**config.mk**
```make
export PLATFORM = sky130hd
export DESIGN_NAME = fill_slot_buffer
export DESIGN_NICKNAME = d
export VERILOG_FILES = /design/src/rtl/fsb_pkg.sv /design/src/rtl/fsb_alloc.sv /design/src/rtl/fsb_slot_array.sv /design/src/rtl/fsb_forward.sv /design/src/rtl/fsb_full_counter.sv /design/src/rtl/fill_slot_buffer.sv
export SDC_FILE = /design/constraint.sdc
export NUM_CORES = 2
export LEC_CHECK = 0
export BUFFER_PORTS_ARGS = -buffer_cell sky130_fd_sc_hd__buf_4
export CORE_ASPECT_RATIO = 0.6
export CORE_MARGIN = 3
export CORE_UTILIZATION = 50
export CTS_CLUSTER_SIZE = 20
export DETAILED_ROUTE_END_ITERATION = 7
export PLACE_DENSITY = 0.67
export SYNTH_ARGS = -nofsm -noshare
export SYNTH_HDL_FRONTEND = slang
export SYNTH_SLANG_ARGS = --single-unit
export TNS_END_PERCENT = 1
```
**constraint.sdc**
```tcl
create_clock -name clk -period 8.49 [get_ports clk]
set_clock_uncertainty 0.05 [all_clocks]
set_input_delay 0.4245 -clock clk [delete_from_list [all_inputs] [get_ports clk]]
set_output_delay 0.4245 -clock clk [all_outputs]
set_load 0.01 [all_outputs]
```
**src/rtl/fsb_pkg.sv**
```systemverilog
// Shared types for the fill slot buffer.
package fsb_pkg;

    // Outcome of one request port in one cycle.
    typedef enum logic [1:0] {
        OUT_IDLE   = 2'd0,
        OUT_MERGE  = 2'd1,
        OUT_ALLOC  = 2'd2,
        OUT_REJECT = 2'd3
    } fsb_outcome_e;

endpackage

```
**src/rtl/fsb_alloc.sv**
```systemverilog
// Request decision logic, purely combinational.
// Matches both ports against the live (occupied, non-cancelled) slots and
// picks the lowest free slots for new lines. Port 0 has priority. Port 1
// joins port 0's new slot when both carry the same line.
// Assumes the slot state it is given is the registered state of this cycle.
module fsb_alloc
    import fsb_pkg::*;
#(
    parameter int NUM_SLOTS = 10,
    parameter int LINE_W    = 26,
    parameter int IDX_W     = 4
) (
    input  logic [NUM_SLOTS-1:0] slot_valid,
    input  logic [NUM_SLOTS-1:0] slot_cancel,
    input  logic [LINE_W-1:0]    slot_line [NUM_SLOTS],
    input  logic                 req0_valid,
    input  logic [LINE_W-1:0]    req0_line,
    input  logic                 req1_valid,
    input  logic [LINE_W-1:0]    req1_line,
    input  logic                 flush,
    output fsb_outcome_e         out0,
    output fsb_outcome_e         out1,
    output logic [IDX_W-1:0]     idx0,
    output logic [IDX_W-1:0]     idx1,
    output logic [NUM_SLOTS-1:0] alloc0_oh,
    output logic [NUM_SLOTS-1:0] alloc1_oh,
    output logic                 full0,
    output logic                 full1
);

    logic [NUM_SLOTS-1:0] match0, match1;
    logic [IDX_W-1:0]     m0_idx, m1_idx, f0_idx, f1_idx;
    logic                 have_f0, have_f1, take0;

    // Compare both request lines against every live slot.
    always_comb begin : match_scan
        match0 = '0;
        match1 = '0;
        for (int i = 0; i < NUM_SLOTS; i++) begin
            match0[i] = slot_valid[i] && !slot_cancel[i] && (slot_line[i] == req0_line);
            match1[i] = slot_valid[i] && !slot_cancel[i] && (slot_line[i] == req1_line);
        end
    end

    // Encode the matching slots and the lowest two free slots.
    always_comb begin : index_scan
        m0_idx  = '0;
        m1_idx  = '0;
        f0_idx  = '0;
        f1_idx  = '0;
        have_f0 = 1'b0;
        have_f1 = 1'b0;
        for (int i = NUM_SLOTS - 1; i >= 0; i--) begin
            if (match0[i]) m0_idx = IDX_W'(i);
            if (match1[i]) m1_idx = IDX_W'(i);
            if (!slot_valid[i]) begin
                have_f0 = 1'b1;
                f0_idx  = IDX_W'(i);
            end
        end
        for (int i = NUM_SLOTS - 1; i >= 0; i--) begin
            if (!slot_valid[i] && (IDX_W'(i) != f0_idx)) begin
                have_f1 = 1'b1;
                f1_idx  = IDX_W'(i);
            end
        end
    end

    // Decide port 0 first, then port 1 given port 0's choice.
    always_comb begin : decide
        out0 = OUT_IDLE;
        idx0 = '0;
        if (req0_valid) begin
            if (flush) begin
                out0 = OUT_REJECT;
            end else if (|match0) begin
                out0 = OUT_MERGE;
                idx0 = m0_idx;
            end else if (have_f0) begin
                out0 = OUT_ALLOC;
                idx0 = f0_idx;
            end else begin
                out0 = OUT_REJECT;
            end
        end
        take0 = (out0 == OUT_ALLOC);
        out1  = OUT_IDLE;
        idx1  = '0;
        if (req1_valid) begin
            if (flush) begin
                out1 = OUT_REJECT;
            end else if (|match1) begin
                out1 = OUT_MERGE;
                idx1 = m1_idx;
            end else if (take0 && (req1_line == req0_line)) begin
                out1 = OUT_MERGE;
                idx1 = idx0;
            end else if (take0 ? have_f1 : have_f0) begin
                out1 = OUT_ALLOC;
                idx1 = take0 ? f1_idx : f0_idx;
            end else begin
                out1 = OUT_REJECT;
            end
        end
    end

    // One-hot allocation strobes and full-rejection flags.
    always_comb begin : strobes
        alloc0_oh = (out0 == OUT_ALLOC) ? (NUM_SLOTS'(1) << idx0) : '0;
        alloc1_oh = (out1 == OUT_ALLOC) ? (NUM_SLOTS'(1) << idx1) : '0;
        full0     = (out0 == OUT_REJECT) && !flush;
        full1     = (out1 == OUT_REJECT) && !flush;
    end

endmodule

```
**src/rtl/fsb_slot_array.sv**
```systemverilog
// Slot storage: occupied and cancelled flags, line address and opening load ID.
// A fill to an occupied slot releases it. A flush marks every occupied slot
// cancelled. Assumes allocation strobes only name free slots and never
// coincide with a flush.
module fsb_slot_array #(
    parameter int NUM_SLOTS = 10,
    parameter int LINE_W    = 26,
    parameter int UOP_W     = 7,
    parameter int IDX_W     = 4
) (
    input  logic                 clk,
    input  logic                 rst_n,
    input  logic [NUM_SLOTS-1:0] alloc0_oh,
    input  logic [NUM_SLOTS-1:0] alloc1_oh,
    input  logic [LINE_W-1:0]    line0,
    input  logic [LINE_W-1:0]    line1,
    input  logic [UOP_W-1:0]     uop0,
    input  logic [UOP_W-1:0]     uop1,
    input  logic                 flush,
    input  logic                 fill_valid,
    input  logic [IDX_W-1:0]     fill_slot,
    output logic [NUM_SLOTS-1:0] slot_valid,
    output logic [NUM_SLOTS-1:0] slot_cancel,
    output logic [LINE_W-1:0]    slot_line [NUM_SLOTS],
    output logic                 fill_hit,
    output logic                 fill_cancelled,
    output logic [UOP_W-1:0]     fill_uop
);

    logic [UOP_W-1:0]     slot_uop [NUM_SLOTS];
    logic [NUM_SLOTS-1:0] fill_free;

    // Select the occupied slot a fill names, with its cancel flag and load ID.
    always_comb begin : fill_select
        fill_uop = '0;
        for (int i = 0; i < NUM_SLOTS; i++) begin
            fill_free[i] = fill_valid && (fill_slot == IDX_W'(i)) && slot_valid[i];
            if (fill_free[i]) fill_uop = slot_uop[i];
        end
        fill_hit       = |fill_free;
        fill_cancelled = |(fill_free & slot_cancel);
    end

    for (genvar g = 0; g < NUM_SLOTS; g++) begin : g_slot
        // Occupancy and cancel state: release on fill, open on allocation, cancel on flush.
        always_ff @(posedge clk) begin
            if (!rst_n) begin
                slot_valid[g]  <= 1'b0;
                slot_cancel[g] <= 1'b0;
            end else if (fill_free[g]) begin
                slot_valid[g]  <= 1'b0;
                slot_cancel[g] <= 1'b0;
            end else if (alloc0_oh[g] || alloc1_oh[g]) begin
                slot_valid[g]  <= 1'b1;
                slot_cancel[g] <= 1'b0;
            end else if (flush && slot_valid[g]) begin
                slot_cancel[g] <= 1'b1;
            end
        end

        // Payload: line address and load ID captured when the slot opens.
        always_ff @(posedge clk) begin
            if (alloc0_oh[g]) begin
                slot_line[g] <= line0;
                slot_uop[g]  <= uop0;
            end else if (alloc1_oh[g]) begin
                slot_line[g] <= line1;
                slot_uop[g]  <= uop1;
            end
        end
    end

endmodule

```
**src/rtl/fsb_forward.sv**
```systemverilog
// Forward stage: registers fill data, load ID and slot toward the pipeline
// bypass, one cycle after the fill. Data of cancelled slots, or of a fill in a
// flush cycle, is withheld.
module fsb_forward #(
    parameter int UOP_W  = 7,
    parameter int IDX_W  = 4,
    parameter int DATA_W = 64
) (
    input  logic              clk,
    input  logic              rst_n,
    input  logic              fill_hit,
    input  logic              fill_cancelled,
    input  logic              flush,
    input  logic [UOP_W-1:0]  fill_uop,
    input  logic [IDX_W-1:0]  fill_slot,
    input  logic [DATA_W-1:0] fill_data,
    output logic              fwd_valid,
    output logic [UOP_W-1:0]  fwd_uop,
    output logic [IDX_W-1:0]  fwd_slot,
    output logic [DATA_W-1:0] fwd_data
);

    // Valid strobe for forwarded data.
    always_ff @(posedge clk) begin
        if (!rst_n) fwd_valid <= 1'b0;
        else        fwd_valid <= fill_hit && !fill_cancelled && !flush;
    end

    // Capture the payload on every accepted fill.
    always_ff @(posedge clk) begin
        if (!rst_n) begin
            fwd_uop  <= '0;
            fwd_slot <= '0;
            fwd_data <= '0;
        end else if (fill_hit) begin
            fwd_uop  <= fill_uop;
            fwd_slot <= fill_slot;
            fwd_data <= fill_data;
        end
    end

endmodule

```
**src/rtl/fsb_full_counter.sv**
```systemverilog
// Counts rejections caused by the absence of a free slot, 0 to 2 per cycle.
// The count wraps at its width.
module fsb_full_counter #(
    parameter int CNT_W = 16
) (
    input  logic             clk,
    input  logic             rst_n,
    input  logic             full0,
    input  logic             full1,
    output logic [CNT_W-1:0] count
);

    // Add this cycle's full rejections.
    always_ff @(posedge clk) begin
        if (!rst_n) count <= '0;
        else        count <= count + CNT_W'(full0) + CNT_W'(full1);
    end

endmodule

```
**src/rtl/fill_slot_buffer.sv**
```systemverilog
// Top of the cancellable miss-tracking fill buffer.
// Two load ports are answered in the same cycle. Fills name their slot, and
// forwarded data leaves one cycle after the fill. A flush cancels slots but
// does not free them.
// Assumes memory only returns fills for slots it was given.
module fill_slot_buffer
    import fsb_pkg::*;
#(
    parameter int  NUM_SLOTS = 10,
    parameter int  PADDR_W   = 32,
    parameter int  LINE_OFS  = 6,
    parameter int  UOP_W     = 7,
    parameter int  DATA_W    = 64,
    parameter int  CNT_W     = 16,
    localparam int IDX_W     = $clog2(NUM_SLOTS),
    localparam int LINE_W    = PADDR_W - LINE_OFS
) (
    input  logic               clk,
    input  logic               rst_n,
    input  logic               req0_valid,
    input  logic [PADDR_W-1:0] req0_addr,
    input  logic [UOP_W-1:0]   req0_uop,
    output logic               req0_accept,
    output logic               req0_reject,
    output logic [IDX_W-1:0]   req0_slot,
    input  logic               req1_valid,
    input  logic [PADDR_W-1:0] req1_addr,
    input  logic [UOP_W-1:0]   req1_uop,
    output logic               req1_accept,
    output logic               req1_reject,
    output logic [IDX_W-1:0]   req1_slot,
    input  logic               flush,
    input  logic               fill_valid,
    input  logic [IDX_W-1:0]   fill_slot,
    input  logic [DATA_W-1:0]  fill_data,
    output logic               fwd_valid,
    output logic [UOP_W-1:0]   fwd_uop,
    output logic [IDX_W-1:0]   fwd_slot,
    output logic [DATA_W-1:0]  fwd_data,
    output logic [CNT_W-1:0]   full_events
);

    logic [NUM_SLOTS-1:0] slot_valid, slot_cancel, alloc0_oh, alloc1_oh;
    logic [LINE_W-1:0]    slot_line [NUM_SLOTS];
    logic [LINE_W-1:0]    line0, line1;
    fsb_outcome_e         out0, out1;
    logic                 full0, full1;
    logic                 fill_hit, fill_cancelled;
    logic [UOP_W-1:0]     fill_uop;

    // Strip the offset within the line from both request addresses.
    always_comb begin : line_strip
        line0 = req0_addr[PADDR_W-1:LINE_OFS];
        line1 = req1_addr[PADDR_W-1:LINE_OFS];
    end

    // Turn port outcomes into accept and reject pins.
    always_comb begin : port_pins
        req0_accept = (out0 == OUT_MERGE) || (out0 == OUT_ALLOC);
        req1_accept = (out1 == OUT_MERGE) || (out1 == OUT_ALLOC);
        req0_reject = (out0 == OUT_REJECT);
        req1_reject = (out1 == OUT_REJECT);
    end

    fsb_alloc #(.NUM_SLOTS(NUM_SLOTS), .LINE_W(LINE_W), .IDX_W(IDX_W)) u_alloc (
        .slot_valid (slot_valid),
        .slot_cancel(slot_cancel),
        .slot_line  (slot_line),
        .req0_valid (req0_valid),
        .req0_line  (line0),
        .req1_valid (req1_valid),
        .req1_line  (line1),
        .flush      (flush),
        .out0       (out0),
        .out1       (out1),
        .idx0       (req0_slot),
        .idx1       (req1_slot),
        .alloc0_oh  (alloc0_oh),
        .alloc1_oh  (alloc1_oh),
        .full0      (full0),
        .full1      (full1)
    );

    fsb_slot_array #(.NUM_SLOTS(NUM_SLOTS), .LINE_W(LINE_W), .UOP_W(UOP_W), .IDX_W(IDX_W)) u_slots (
        .clk           (clk),
        .rst_n         (rst_n),
        .alloc0_oh     (alloc0_oh),
        .alloc1_oh     (alloc1_oh),
        .line0         (line0),
        .line1         (line1),
        .uop0          (req0_uop),
        .uop1          (req1_uop),
        .flush         (flush),
        .fill_valid    (fill_valid),
        .fill_slot     (fill_slot),
        .slot_valid    (slot_valid),
        .slot_cancel   (slot_cancel),
        .slot_line     (slot_line),
        .fill_hit      (fill_hit),
        .fill_cancelled(fill_cancelled),
        .fill_uop      (fill_uop)
    );

    fsb_forward #(.UOP_W(UOP_W), .IDX_W(IDX_W), .DATA_W(DATA_W)) u_fwd (
        .clk           (clk),
        .rst_n         (rst_n),
        .fill_hit      (fill_hit),
        .fill_cancelled(fill_cancelled),
        .flush         (flush),
        .fill_uop      (fill_uop),
        .fill_slot     (fill_slot),
        .fill_data     (fill_data),
        .fwd_valid     (fwd_valid),
        .fwd_uop       (fwd_uop),
        .fwd_slot      (fwd_slot),
        .fwd_data      (fwd_data)
    );

    fsb_full_counter #(.CNT_W(CNT_W)) u_cnt (
        .clk  (clk),
        .rst_n(rst_n),
        .full0(full0),
        .full1(full1),
        .count(full_events)
    );

endmodule

```
==> impl_results.md <==
- Status: finished clean
- Final setup fails: 0
- Synth top area share: 36.7%
- Boundary pin count: 256
- Pwr/cell area: about 170 nW/um^2
- Fin cells: roughly 3.3k
- Full die area: 56900 um^2
- Clock-pin slew on the worst setup and hold paths: 0.07 ns
- Worst Hold Class: primary input to flip-flop
- Inst Count DP: 3264
- Leakage: ~10 nW
- Final Max Slew Viols: 0
- Vias post-DR: around 21k
- Setup CP Type: flip-flop to flip-flop
- GR Overflow Total: 0
- Top FF cell, synth: edfxtp_1
- Critical Path Max Stage Delay: 0.71 ns
- Die height: 186 um
- Clock Path Buffers: 3
- Largest net degree at the start of global routing: between 90 and 100
- Measured slew at the worst slew-check pin: 1.22 ns
- Setup Buffers After CTS: 0
- Rows: 65
- Worst slew margin: 17.6%
- Commonest non-fill, non-tap cell in the layout: xnor2_1
- Wirelength per Cell: 28.4 um
- CTS resizes: 0
- Total power: 5.02 mW
- Max Clk Rate: 139 MHz
- Clock root cell: clkbuf_16
- Syn Area/Cell: 10.8 um^2
- Arr. time, crit path: 7.39 ns
- Ys Warns: 0
- Async SR Flop Fraction: 0%
- Crit-path most repeated cell: nor4_1
- Post-Place Worst Slack: 1.42 ns
- Final Wtd Congestion: 0.998
- Final core utilization: 57.4%
- WL final: around 95000 um
- CP endpoint kind: flip-flop
- Final worst path period share: 84.8%
- RSZ-0062 raised after global routing: no
- Core area: 52900 um^2
- Nets: 2765
- Area Overhead vs Synth: 12.6%
- #FFs+latches synth: ~440
- RR Endpoint: u_slots.slot_line[87]$_DFFE_PP_
- Hold Path End: u_fwd.fwd_data[11]$_SDFFE_PN0N_
- Clock Latency Late Sink: 0.57 ns
- Ant diodes: 0
- CP required: 8.68 ns
- Hold buffers post-CTS: 0
- First-pass GRT wire length: approximately 140000 um
- Max-cap violations: 0
- Setup_tns: 0 ns
- DRT iter0 DRCs: 2964
- CTS Sinks: 442
- Total GRT Usage: 32.1%
- Critical path depth: 17
- Largest cells by area after synthesis: edfxtp_1, mux2_2, xnor2_1, dfxtp_1, xor2_1
- Crit-path cells: nand2b_1 -> nor4_1 -> nand4b_1 -> nor4_1 -> nor4_1 -> and3_4 -> o21a_1 -> ha_1 -> buf_4 -> o311ai_0 -> nor3_1 -> a21oi_1 -> o22a_1 -> inv_1 -> nor3_1 -> or2_2 -> buf_4
- Port Buffers: 243
- Fin crit period: about 7.2 ns
- Buf/Inv on CP: 3
- HP Start: fill_data[11]
- Cell taking the most area after synthesis: edfxtp_1
- Post-synth EDFFs: 330
- Worst Path Max Fanout: 19
- Synth Cell Area: 27000 um^2
- Share of cells above drive strength 1: between 20% and 30%
- Sequential area share after synthesis: 45.0%
- Final WS setup: approximately 1.3 ns
- VDD IR-drop max: 0.118 mV
- Worst r2r path cells: 17
- DIE WIDTH: 306 um
- Fin area: 30400 um^2
- Global route hottest layer: met1
- Post-Synthesis Net Count: 2663
- Commonest cells after routing, fill and taps aside: xnor2_1, edfxtp_1, mux2_2
- Starting Density: between 50% and 60%
- DRT antenna net count: 0
- Met1 Use GR: 48.8%
- Multi-input gate area: 13800 um^2
- Initial DRT Pass Iterations: 6
- Hold Slack: 0.0616 ns
- Register area: approximately 12000 um^2
- Worst r2r src: u_slots.slot_valid[4]$_SDFFE_PP0P_
- Grt met2 use: 45.3%
- Placed Area: 29000 um^2
- Vias in the first global route: about 20k
- Post-synth cell types: between 70 and 80
- Cells after Synth: ~2.5k
- Crit path launch type: flip-flop
- Final hold vios: 0
- Vias per cell: 6.39
- CP max stage cell: dfxtp_1
- GRT met3 Usage: 8.62%
- Hold depth: 3
- Fillers: 4482
- Total CTS buffers: 44
- CTS tree: done
- Initial antenna violation count: 2
- Post-DP HPWL: between 60000 and 70000 um
- CTS H-tree depth: 2
- DRC viols: 0
- Kind of cell adding the most delay to the critical path: simple AND/OR/NAND/NOR gates
- R2R Setup Slk: 1.29 ns
[state kept, by name, summed over array words and instances (netlist names)]
signal,count
u_slots.slot_uop,70
u_slots.slot_line,260
u_fwd.fwd_valid,1
u_slots.slot_cancel,10
u_fwd.fwd_slot,4
u_cnt.count,16
u_slots.slot_valid,10
u_fwd.fwd_uop,7
u_fwd.fwd_data,64
[worst max path at each step]
stage                                       startpoint                                to  slack, ns
finish              u_slots.slot_valid[4]$_SDFFE_PP0P_   u_slots.slot_line[87]$_DFFE_PP_       1.29
global route        u_slots.slot_valid[4]$_SDFFE_PP0P_  u_slots.slot_line[103]$_DFFE_PP_       1.03
CTS                 u_slots.slot_valid[4]$_SDFFE_PP0P_   u_slots.slot_line[87]$_DFFE_PP_       1.50
detailed placement                       req0_addr[18]   u_slots.slot_line[88]$_DFFE_PP_       1.42
global placement                         req0_addr[18]   u_slots.slot_line[88]$_DFFE_PP_       1.52
floorplan                                req0_addr[19]  u_slots.slot_line[130]$_DFFE_PP_       1.60
[power breakdown]
part | switching [mW] | internal [mW] | leakage (nW)
Combinational | 0.398 | 0.253 | 5.88
Sequential | 0.0299 | 2.36 | 3.91
Clock | 0.870 | 1.11 | 0.685
Total | 1.30 | 3.72 | 10.5
[tightest hold or removal path: stages]
cell and delay, ns:
buf_4 0.10, nand2_1 0.04, a21oi_1 0.05
[cell families (layout without fill, tap and decap cells)]
| logic type | after synthesis | count (layout) | share of synthesized area, % |
|---|---|---|---|
| compound gates | 217 | 217 | 5.25 |
| buf+inv | 241 | 376 | 3.97 |
| xor+xnor | 560 | 560 | 18.2 |
| flops | 442 | 442 | 45.0 |
| fa+ha+maj | 6 | 6 | 0.306 |
| mux | 303 | 303 | 12.8 |
| simple gates | 736 | 736 | 14.4 |
[synthesized netlist by cell type, drive strengths merged (5+ instances only)]
library cell / count
nor3b: 6
clkbuf: 117
buf: 98
ha: 5
o31ai: 6
or2: 9
dfxtp: 112
nor2: 49
nand4: 123
edfxtp: 330
a21oi: 100
nand2b: 16
nand2: 258
nor3: 24
a222oi: 5
nand3: 62
inv: 26
xnor2: 337
a211oi: 5
and4: 5
and2: 6
a221oi: 6
a22o: 7
a31oi: 7
xor2: 223
nor4: 100
or4: 12
o21ai: 22
mux2: 302
nor2b: 14
nand4b: 9
nor4b: 9
and3: 22
a22oi: 14
[area by class of cell]
type / instances / area share, %
clock inverters: 19 / 0.630
repair buffers: 271 / 6.73
multi-input cells: 1822 / 45.5
inverters: 26 / 0.329
flip-flops and latches: 442 / 40.0
clock buffers: 60 / 3.92
well taps: 703 / 2.89
[per-layer routing]
metal  vias up  share of wire [%]
met3       162                 13
li1       9218                  -
met2      1377                 41
met5         -                  0
met4         0                2.4
met1     10600                 44
Power figures use the tool's default switching activity.
